$ cat src/rtl/dacwr_pkg.sv
package dacwr_pkg;

   // route kind, encoded as {bit15, bit12} of the received word
   typedef enum logic [1:0] {
      XF_LOAD_B  = 2'b00,
      XF_STAGE   = 2'b01,
      XF_LOAD_A  = 2'b10,
      XF_CTRL    = 2'b11
   } xfer_e;

   function automatic xfer_e route_kind(input logic hi_sel, input logic lo_sel);
      return xfer_e'({hi_sel, lo_sel});
   endfunction

endpackage

$ cat src/rtl/dacwr_sync.sv
module dacwr_sync #(
   parameter int          W       = 3,
   parameter int          STAGES  = 2,
   parameter logic [W-1:0] RST_VAL = '0
) (
   input  logic         clk,
   input  logic         rst_n,
   input  logic [W-1:0] d,
   output logic [W-1:0] q
);

   if (STAGES < 2) begin : g_bad_stages
      $error("dacwr_sync: STAGES must be at least 2");
   end

   logic [STAGES-1:0][W-1:0] pipe_q;

   if (STAGES == 2) begin : g_two
      always_ff @(posedge clk or negedge rst_n) begin
         if (!rst_n) pipe_q <= {STAGES{RST_VAL}};
         else        pipe_q <= {pipe_q[0], d};
      end
   end else begin : g_deep
      always_ff @(posedge clk or negedge rst_n) begin
         if (!rst_n) pipe_q <= {STAGES{RST_VAL}};
         else        pipe_q <= {pipe_q[STAGES-2:0], d};
      end
   end

   assign q = pipe_q[STAGES-1];

endmodule

$ cat src/rtl/dacwr_shifter.sv
module dacwr_shifter #(
   parameter int WORD_W = 16
) (
   input  logic              clk,
   input  logic              rst_n,
   input  logic              sclk_s,
   input  logic              csn_s,
   input  logic              sdi_s,
   output logic              word_valid,
   output logic [WORD_W-1:0] word
);

   localparam int CNT_W = $clog2(WORD_W + 1);
   localparam logic [CNT_W-1:0] LAST_IDX = CNT_W'(WORD_W - 1);
   localparam logic [CNT_W-1:0] FULL_CNT = CNT_W'(WORD_W);

   if (WORD_W < 2) begin : g_bad_word
      $error("dacwr_shifter: WORD_W must be at least 2");
   end

   logic              sclk_prev_q;
   logic              csn_prev_q;
   logic [WORD_W-1:0] sh_q;
   logic [CNT_W-1:0]  cnt_q;
   logic              done_q;
   logic              valid_q;
   logic [WORD_W-1:0] word_q;

   logic sclk_rise;
   logic cs_rise;
   logic [WORD_W-1:0] sh_next;

   assign sclk_rise = sclk_s & ~sclk_prev_q;
   assign cs_rise   = csn_s & ~csn_prev_q;
   assign sh_next   = {sh_q[WORD_W-2:0], sdi_s};

   always_ff @(posedge clk or negedge rst_n) begin
      if (!rst_n) begin
         sclk_prev_q <= 1'b0;
         csn_prev_q  <= 1'b1;
      end else begin
         sclk_prev_q <= sclk_s;
         csn_prev_q  <= csn_s;
      end
   end

   always_ff @(posedge clk or negedge rst_n) begin
      if (!rst_n) begin
         sh_q    <= '0;
         cnt_q   <= '0;
         done_q  <= 1'b0;
         valid_q <= 1'b0;
         word_q  <= '0;
      end else begin
         valid_q <= 1'b0;
         if (cs_rise) begin
            if (cnt_q != '0 && !done_q) begin
               valid_q <= 1'b1;
               word_q  <= sh_q;
            end
            sh_q   <= '0;
            cnt_q  <= '0;
            done_q <= 1'b0;
         end else if (!csn_s && sclk_rise && !done_q) begin
            sh_q <= sh_next;
            if (cnt_q == LAST_IDX) begin
               valid_q <= 1'b1;
               word_q  <= sh_next;
               done_q  <= 1'b1;
               cnt_q   <= FULL_CNT;
            end else begin
               cnt_q <= cnt_q + 1'b1;
            end
         end
      end
   end

   assign word_valid = valid_q;
   assign word       = word_q;

   assert_cnt_bound_R8: assert property (@(posedge clk) disable iff (!rst_n)
      cnt_q <= FULL_CNT);

   assert_no_retrigger_R8: assert property (@(posedge clk) disable iff (!rst_n)
      done_q |=> !valid_q);

   assert_valid_pulse_R11: assert property (@(posedge clk) disable iff (!rst_n)
      valid_q |=> !valid_q);

endmodule

$ cat src/rtl/dacwr_route.sv
module dacwr_route
   import dacwr_pkg::*;
#(
   parameter int WORD_W = 16,
   parameter int DATA_W = 12,
   parameter int AUX_W  = 2,
   parameter int MODE_W = 2
) (
   input  logic              clk,
   input  logic              rst_n,
   input  logic              word_valid,
   input  logic [WORD_W-1:0] word,
   output logic [DATA_W-1:0] chan_a,
   output logic [DATA_W-1:0] chan_b,
   output logic              upd_a,
   output logic              upd_b,
   output logic [MODE_W-1:0] ref_mode,
   output logic [AUX_W-1:0]  aux
);

   localparam int SEL_HI = WORD_W - 1;
   localparam int SEL_LO = DATA_W;
   localparam int AUX_LO = DATA_W + 1;

   if (WORD_W != DATA_W + AUX_W + 2) begin : g_bad_layout
      $error("dacwr_route: WORD_W must equal DATA_W + AUX_W + 2");
   end
   if (MODE_W > DATA_W) begin : g_bad_mode
      $error("dacwr_route: MODE_W must not exceed DATA_W");
   end

   xfer_e             kind;
   logic [DATA_W-1:0] field;

   assign kind  = route_kind(word[SEL_HI], word[SEL_LO]);
   assign field = word[DATA_W-1:0];

   logic [DATA_W-1:0] a_q, b_q, stg_q;
   logic [MODE_W-1:0] mode_q;
   logic [AUX_W-1:0]  aux_q;
   logic              upd_a_q, upd_b_q;

   always_ff @(posedge clk or negedge rst_n) begin
      if (!rst_n) begin
         a_q     <= '0;
         b_q     <= '0;
         stg_q   <= '0;
         mode_q  <= '0;
         aux_q   <= '0;
         upd_a_q <= 1'b0;
         upd_b_q <= 1'b0;
      end else begin
         upd_a_q <= 1'b0;
         upd_b_q <= 1'b0;
         if (word_valid) begin
            aux_q <= word[AUX_LO +: AUX_W];
            unique case (kind)
               XF_LOAD_A: begin
                  a_q     <= field;
                  b_q     <= stg_q;
                  upd_a_q <= 1'b1;
                  upd_b_q <= 1'b1;
               end
               XF_LOAD_B: begin
                  b_q     <= field;
                  stg_q   <= field;
                  upd_b_q <= 1'b1;
               end
               XF_STAGE: begin
                  stg_q <= field;
               end
               XF_CTRL: begin
                  mode_q <= field[MODE_W-1:0];
               end
               default: ;
            endcase
         end
      end
   end

   assign chan_a   = a_q;
   assign chan_b   = b_q;
   assign upd_a    = upd_a_q;
   assign upd_b    = upd_b_q;
   assign ref_mode = mode_q;
   assign aux      = aux_q;

   assert_a_hold_R4: assert property (@(posedge clk) disable iff (!rst_n)
      !upd_a_q |-> $stable(a_q));

   assert_b_hold_R5: assert property (@(posedge clk) disable iff (!rst_n)
      !upd_b_q |-> $stable(b_q));

   assert_pair_strobe_R3: assert property (@(posedge clk) disable iff (!rst_n)
      upd_a_q |-> upd_b_q);

   assert_stage_keep_R3: assert property (@(posedge clk) disable iff (!rst_n)
      upd_a_q |-> $stable(stg_q));

   assert_b_mirror_R4: assert property (@(posedge clk) disable iff (!rst_n)
      (upd_b_q && !upd_a_q) |-> (b_q == stg_q));

   assert_mode_hold_R6: assert property (@(posedge clk) disable iff (!rst_n)
      !word_valid |=> $stable(mode_q));

   assert_strobe_width_R11: assert property (@(posedge clk) disable iff (!rst_n)
      upd_b_q |=> !upd_b_q);

endmodule

$ cat src/rtl/dual_dac_wr.sv
module dual_dac_wr #(
   parameter int          WORD_W       = 16,
   parameter int          DATA_W       = 12,
   parameter int          AUX_W        = 2,
   parameter int          MODE_W       = 2,
   parameter int          SYNC_STAGES  = 2,
   parameter logic [1:0]  REF_INT_CODE = 2'b10
) (
   input  logic              clk,
   input  logic              rst_n,
   input  logic              sclk,
   input  logic              cs_n,
   input  logic              sdi,
   output logic [DATA_W-1:0] chan_a_o,
   output logic [DATA_W-1:0] chan_b_o,
   output logic              upd_a_o,
   output logic              upd_b_o,
   output logic [MODE_W-1:0] ref_mode_o,
   output logic              ref_int_o,
   output logic [AUX_W-1:0]  aux_o
);

   localparam int PIN_W = 3;
   localparam logic [PIN_W-1:0] PIN_RST = 3'b010;

   if (MODE_W != 2) begin : g_bad_mode_w
      $error("dual_dac_wr: MODE_W must be 2 to match REF_INT_CODE");
   end

   logic [PIN_W-1:0]  pins_s;
   logic              word_valid;
   logic [WORD_W-1:0] word;

   dacwr_sync #(
      .W       (PIN_W),
      .STAGES  (SYNC_STAGES),
      .RST_VAL (PIN_RST)
   ) u_sync (
      .clk   (clk),
      .rst_n (rst_n),
      .d     ({sdi, cs_n, sclk}),
      .q     (pins_s)
   );

   dacwr_shifter #(
      .WORD_W (WORD_W)
   ) u_shift (
      .clk        (clk),
      .rst_n      (rst_n),
      .sclk_s     (pins_s[0]),
      .csn_s      (pins_s[1]),
      .sdi_s      (pins_s[2]),
      .word_valid (word_valid),
      .word       (word)
   );

   dacwr_route #(
      .WORD_W (WORD_W),
      .DATA_W (DATA_W),
      .AUX_W  (AUX_W),
      .MODE_W (MODE_W)
   ) u_route (
      .clk        (clk),
      .rst_n      (rst_n),
      .word_valid (word_valid),
      .word       (word),
      .chan_a     (chan_a_o),
      .chan_b     (chan_b_o),
      .upd_a      (upd_a_o),
      .upd_b      (upd_b_o),
      .ref_mode   (ref_mode_o),
      .aux        (aux_o)
   );

   assign ref_int_o = (ref_mode_o == REF_INT_CODE);

endmodule

$ cat config.mk
export PLATFORM = sky130hd
export DESIGN_NAME = dual_dac_wr
export DESIGN_NICKNAME = d
export VERILOG_FILES = /design/src/rtl/dacwr_pkg.sv /design/src/rtl/dacwr_sync.sv /design/src/rtl/dacwr_shifter.sv /design/src/rtl/dacwr_route.sv /design/src/rtl/dual_dac_wr.sv
export SDC_FILE = /design/constraint.sdc
export NUM_CORES = 1
export LEC_CHECK = 0
export ABC_CLOCK_PERIOD_IN_PS = 2200
export BUFFER_PORTS_ARGS = -buffer_cell sky130_fd_sc_hd__buf_2
export CAP_MARGIN = 0
export CELL_PAD_IN_SITES_DETAIL_PLACEMENT = 0
export CELL_PAD_IN_SITES_GLOBAL_PLACEMENT = 1
export CORE_ASPECT_RATIO = 0.6
export CORE_MARGIN = 1.5
export CORE_UTILIZATION = 30
export CTS_CLUSTER_SIZE = 30
export DETAILED_ROUTE_END_ITERATION = 16
export PLACE_DENSITY_LB_ADDON = 0.1
export REMOVE_ABC_BUFFERS = 1
export SLEW_MARGIN = 0
export SYNTH_ARGS = -nofsm -noshare
export SYNTH_HDL_FRONTEND = slang
export SYNTH_SLANG_ARGS = --single-unit
$ cat constraint.sdc
create_clock -name clk -period 2.2 [get_ports clk]
set_input_delay 0.22 -clock clk [delete_from_list [all_inputs] [get_ports clk]]
set_output_delay 0.22 -clock clk [all_outputs]
set_load 0.02 [all_outputs]
## Word level (Yosys, flattened, before mapping)

Cells that the tools add are included.

| operators by class | value |
|---|---|
| equality and inequality tests | 6 |
| bitwise logic cells | 4 |
| $mul | 0 |
| $add $sub $neg | 1 |
| reduce and logical (&&, ||, !) cells | 18 |
| magnitude comparators | 0 |
| divide/modulo/power cells | 0 |
| shift-type cells | 0 |
| mux-type cells | 21 |

Operators by type and width:

| operator | count |
|---|---|
| $mux 16 | 6 |
| $pmux 12 s2 | 1 |
| $mux 5 | 3 |
| $mux 1 | 11 |
| $reduce_and 2->1 | 5 |
| $eq 2x2->1 const B | 3 |
| $reduce_bool 2->1 | 3 |
| $add 5x1->5 const B | 1 |
| $eq 5x4->1 const B | 1 |
| $reduce_bool 5->1 | 1 |
| $reduce_or 2->1 | 2 |
| $logic_and 1x1->1 | 3 |
| $reduce_and 3->1 | 1 |
| $and 1x1->1 | 2 |
| $eq 2x1->1 const B | 1 |
| $logic_not 1->1 | 2 |
| $logic_not 2->1 | 1 |
| $ne 2x2->1 const B | 1 |
| $not 1->1 | 2 |

| storage, ports and cells | value |
|---|---|
| bits of input ports | 5 |
| latch bits | 0 |
| output and inout bits | 31 |
| bits in registers | 89 |
| word-level logic and storage cells | 66 |
| bits in writable memories | 0 |
| memories kept | 0 |
| bits in read-only memories | 0 |

## Logic depth before layout (Yosys ltp)

| depth | value |
|---|---|
| word-level depth | 6 |
| gate-level depth with buffers | 9 |
| mapped depth without buffers | 6 |

## Cells and area by module

A second synthesis with hierarchy kept.

| unflattened totals | value |
|---|---|
| cell total of the unflattened synthesis | 275 |
| area total of the unflattened synthesis | 3788.6 sq um |

Modules (own cells, without submodules):

| module | seq. area each (sq um) | area an instance (sq um) | cells an instance | times used |
|---|---|---|---|---|
| dacwr_shifter | 1027.2 | 1899.3 | 162 | 1 |
| dacwr_route | 1051.0 | 1700.4 | 103 | 1 |
| dacwr_sync | 152.6 | 175.2 | 9 | 1 |
| dual_dac_wr | 0.0 | 13.8 | 1 | 1 |

## Worst setup path after synthesis

OpenSTA, ideal clock, no wires.

| timing path | value |
|---|---|
| kind | register to register |
| start point | register u_shift.cnt_q[0] |
| end point | register u_shift.word_q[6] (netlist: u_shift.word[6]) |
| arrival | 1862 ps |
| clock period less this slack | 1944 ps |
| setup time | 82 ps |
| cell stages (with the launch flop) | 10 |
| path buffers | 3 |
| path slack | 256 ps |
| required time | 2118 ps |
| cell sequence | dfrtp_1 > ha_1 > and3_1 > ha_1 > nand2b_1 > clkbuf_1 > and2_1 > buf_4 > buf_6 > a31oi_1 |

| between the ends | value |
|---|---|
| longest elaborated chain between the ends | 4 |
| elaborated cells on any way between the ends | 6 |
| those cells by class | eq/ne: 2; reduce/logical: 4 |

Ends and longest elaborated chain:

| item | line | RTL |
|---|---|---|
| start: declaration | dacwr_shifter.sv:24 | `logic [CNT_W-1:0] cnt_q;` |
| start signal: assignment | dacwr_shifter.sv:72 | `cnt_q <= cnt_q + 1'b1;` |
| $reduce_bool 5->1 | dacwr_shifter.sv:57 | `if (cnt_q != '0 && !done_q) begin` |
| $logic_and 1x1->1 | dacwr_shifter.sv:57 |  |
| $ne 2x2->1 (no line) | -- |  |
| $reduce_and 3->1 (no line) * | -- |  |
| end signal: assignment | dacwr_shifter.sv:59 | `word_q <= sh_q;` |
| end signal: assignment | dacwr_shifter.sv:68 | `word_q <= sh_next;` |
| end: declaration | dacwr_shifter.sv:27 | `logic [WORD_W-1:0] word_q;` |

Every way passes the cells marked *; elsewhere a longest branch is shown, timed or not.
A chain may end at the register's enable or synchronous reset.

## Worst setup path in the final report

| timing path | value |
|---|---|
| start point | register u_shift.cnt_q[0] |
| end point | register u_shift.word_q[12] (netlist: u_shift.word[12]) |

Same word-level chain as after synthesis.

==> results.yml <==
status:
  status: "finished, final reports clean"
yosys:
  synthesis.area_um2: 3640
  ys_ff_latch: 89
  ys_types: 28
  synthTopCellsByArea: "dfrtp_1 59%, mux2_2 8.7%, nand2_1 8.0%"
  synth_top_cell_by_area: "dfrtp_1"
  yosysWarningCount: 0
  syn_avg_cell_area_um2: 11.1
  yosys.area.top_type_share_pct: 59.0
  syn_inst: 327
  ys_seq_area_share_pct: 61.2
detailed_routing:
  drt_iter0_drc: 100
  postRouteAntennaNets: 0
  vias: 2460
  avgRoutedWirePerCell_um: 14.6
  drt_pass1_iterations: 4
  drc: 0
  wl_um: 7760
  vias_per_cell: 4.62
setup_path:
  cp.required_ns: 2.46
  reg2regPathDepth: 6
  worstSetupPathType: "flip-flop to flip-flop"
  reg2reg_to: "u_shift.word[12]"
  worstPathCellList: "ha_1 > and3_1 > ha_1 > nand2b_1 > and2_2 > a31oi_1"
  critical-path-slowest-cell: "dfrtp_1"
  critPathMaxStageDelay_ns: 0.43
  critPathTopFamily: "simple AND/OR/NAND/NOR gates"
  critPathMostFrequentCell: "ha_1"
  cp-start-kind: "flip-flop"
  cp_max_fo: 17
  r2r_slack_ns: 0.29
  cp_num_buf_inv: 0
  end_kind: "flip-flop"
  worstPathArrival_ns: 2.17
  rr_startpoint: "u_shift.cnt_q[0]"
floorplan:
  initial_core_util_pct: 31.5
  core_um2: 11600
  num_io_pins: 36
  die-area_um2: 12800
  die_h_um: 88.4
  die_w_um: 145
  rows: 30
place:
  finalWeightedCongestion: 0.699
  portBuffers: 35
  detailedPlacementHpwl_um: 5110
  dp_cells: 512
  placed_area_um2: 4030
  dp_worst_setup_slack_ns: 0.0271
pwr:
  power_density_nw_per_um2: 1160
  clkPwrFrac_pct: 31.6
  irDropWorstVdd_uv: 444
  p_sw_share_pct: 29.8
  leakagePower_nw: 2.00
  comb_power_share_pct: 22.5
  p_sw_w: 0.00152
  seqPwrFrac_pct: 45.8
  p_int_w: 0.00356
timing:
  fmax_ghz: 0.523
  relSlewSlack_pct: 56.9
  final.setup.worst_slack_ns: 0.286
  final.min_clock_period_ns: 1.91
  rsz0062_at_grt: "no"
  fin_tns_setup_ns: 0
  tightest_slew_ns: 0.644
  hold_ws_ns: 0.350
  setup_violations: 0
  clock-skew-final_ns: 0.00535
  finalHoldViolCount: 0
  post-route-period-util_pct: 87.0
  drv_slew: 0
global_routing:
  grt_max_degree: 40
  grt.overflow.total: 0
  antenna_found_initial: 0
  grt_pass1_vias: 2448
  grt_pass1_wl_um: 13100
  track_usage_pct: 13.4
clocking:
  clk_latency_ns: 0.34
  cts_buffer_depth: 2
  post_cts.repair.setup_buffers: 0
  cts_tree: "done"
  cts_root_buffer: "clkbuf_16"
  clkTransAtPathRegs_ns: 0.06
  clock_sinks: 89
  numCtsBuffers: 9
  htreeDepth: 3
worst_hold_path:
  hp-class: "flip-flop to flip-flop"
  worstHoldStart: "u_sync.pipe_q[2]"
  hold-path-cell-count: 0
  hold_end: "u_sync.q[2]"
layout:
  antenna_cells: 0
  final_cell_area_um2: 4380
  fillerInstances: 1212
  drive_above_1_share_pct: 26.3
  nets: 375
  area_growth_pct: 20.3
  final_cells: 532
job:
  maxCapViolCount: 0
routing by layer:
layer	global-route usage [%]	share of wire [%]	up-vias
met3	4.23	5.4	8
li1	-	-	1196
met5	0	0	-
met1	19.6	53	1216
met4	3.90	1.0	0
met2	19.0	40	40
worst max-delay path by stage:
stage	start	end	cells past startpoint	slack (ns)
after floorplan	u_shift.done_q	u_shift.cnt_q[2]	4	-0.51
after global placement	u_shift.cnt_q[0]	u_shift.word[12]	6	0.1
after detailed placement	u_shift.cnt_q[0]	u_shift.word[1]	6	0.03
after CTS	u_shift.cnt_q[0]	u_shift.word[5]	6	0.02
after global routing	u_shift.cnt_q[0]	u_shift.word[15]	6	0.04
final	u_shift.cnt_q[0]	u_shift.word[12]	6	0.29
per-stage QoR:
step	util, %	total power (W)
6_report	37.9	0.00508
5_1_grt	37.9	0.00541
4_1_cts	37.9	0.00518
3_5_place_dp	34.9	0.00353
3_3_place_gp	34.9	0.00351
2_1_floorplan	-	0.00308
placed cells by master (no fill, tap or decap), types with 9 or more instances in the layout:
cell        n
a21oi_1    35
a31oi_1    17
buf_2      34
buf_4      12
clkbuf_16   9
dfrtp_1    86
mux2_2     28
mux2i_1    12
nand2_1    78
o21ai_0    15
registers in the layout (all words and copies together), names as in the netlist:
signal	cells
u_route.aux	2
u_route.chan_a	12
u_route.chan_b	12
u_route.ref_mode	2
u_route.stg_q	12
u_route.upd_a	1
u_route.upd_b	1
u_shift.cnt_q	5
u_shift.csn_prev_q	1
u_shift.done_q	1
u_shift.sclk_prev_q	1
u_shift.sh_q	16
u_shift.word	16
u_shift.word_valid	1
u_sync.pipe_q	3
u_sync.q	3
what timing repair did:
item / 4_1_cts / 5_1_grt
hold buffers: 4 / 0
endpoints found under the hold margin: 39 / 0
setup endpoints to repair: 0 / 17
gates resized for setup: 0 / 1
kinds of logic (layout without fill, tap and decap cells):
family / count (synthesis) / in the layout / share of synthesized area, %
AOI/OAI and AO/OA: 69 / 69 / 10.6
adders and majority gates: 3 / 3 / 1.03
buffers and inverters: 27 / 72 / 3.36
DFF: 89 / 89 / 61.2
muxes: 40 / 40 / 11.9
and+or+nand+nor: 99 / 99 / 11.9
power groups by stage:
stage / Combinational (W) / Sequential [W] / Clock (W)
after global placement: 0.00116 / 0.00235 / 0
after CTS: 0.00117 / 0.00234 / 0.00167
after floorplan: 0.000498 / 0.00258 / 0
after detailed placement: 0.00117 / 0.00237 / 0
final: 0.00115 / 0.00233 / 0.00161
after global routing: 0.00127 / 0.00239 / 0.00175
layout make-up:
type	instances	area (um2)	area share, %
clock buffer	11	233	5.31
clock inverter	5	80.1	1.83
inverter	5	18.8	0.428
multi-input combinational	211	1300	29.7
sequential	89	2230	50.9
tap	160	200	4.57
timing repair buffer	51	320	7.31
cell usage after synthesis:
cell type / number
buf_2: 2
mux2i_1: 12
nand3_1: 4
buf_6: 2
or4b_4: 1
dfstp_2: 3
nor2_1: 3
clkbuf_1: 16
o31ai_4: 1
nand2_1: 78
buf_1: 1
inv_1: 5
and3_1: 1
nor4b_1: 2
o21ai_0: 15
and2_1: 1
o31ai_1: 1
or4_1: 1
nor2b_1: 3
dfrtp_1: 86
a31oi_1: 17
mux2_2: 28
nor4b_2: 1
a21oi_1: 35
buf_4: 1
nor3_1: 1
ha_1: 3
nand2b_1: 3
(Power assumes the default switching activity.)
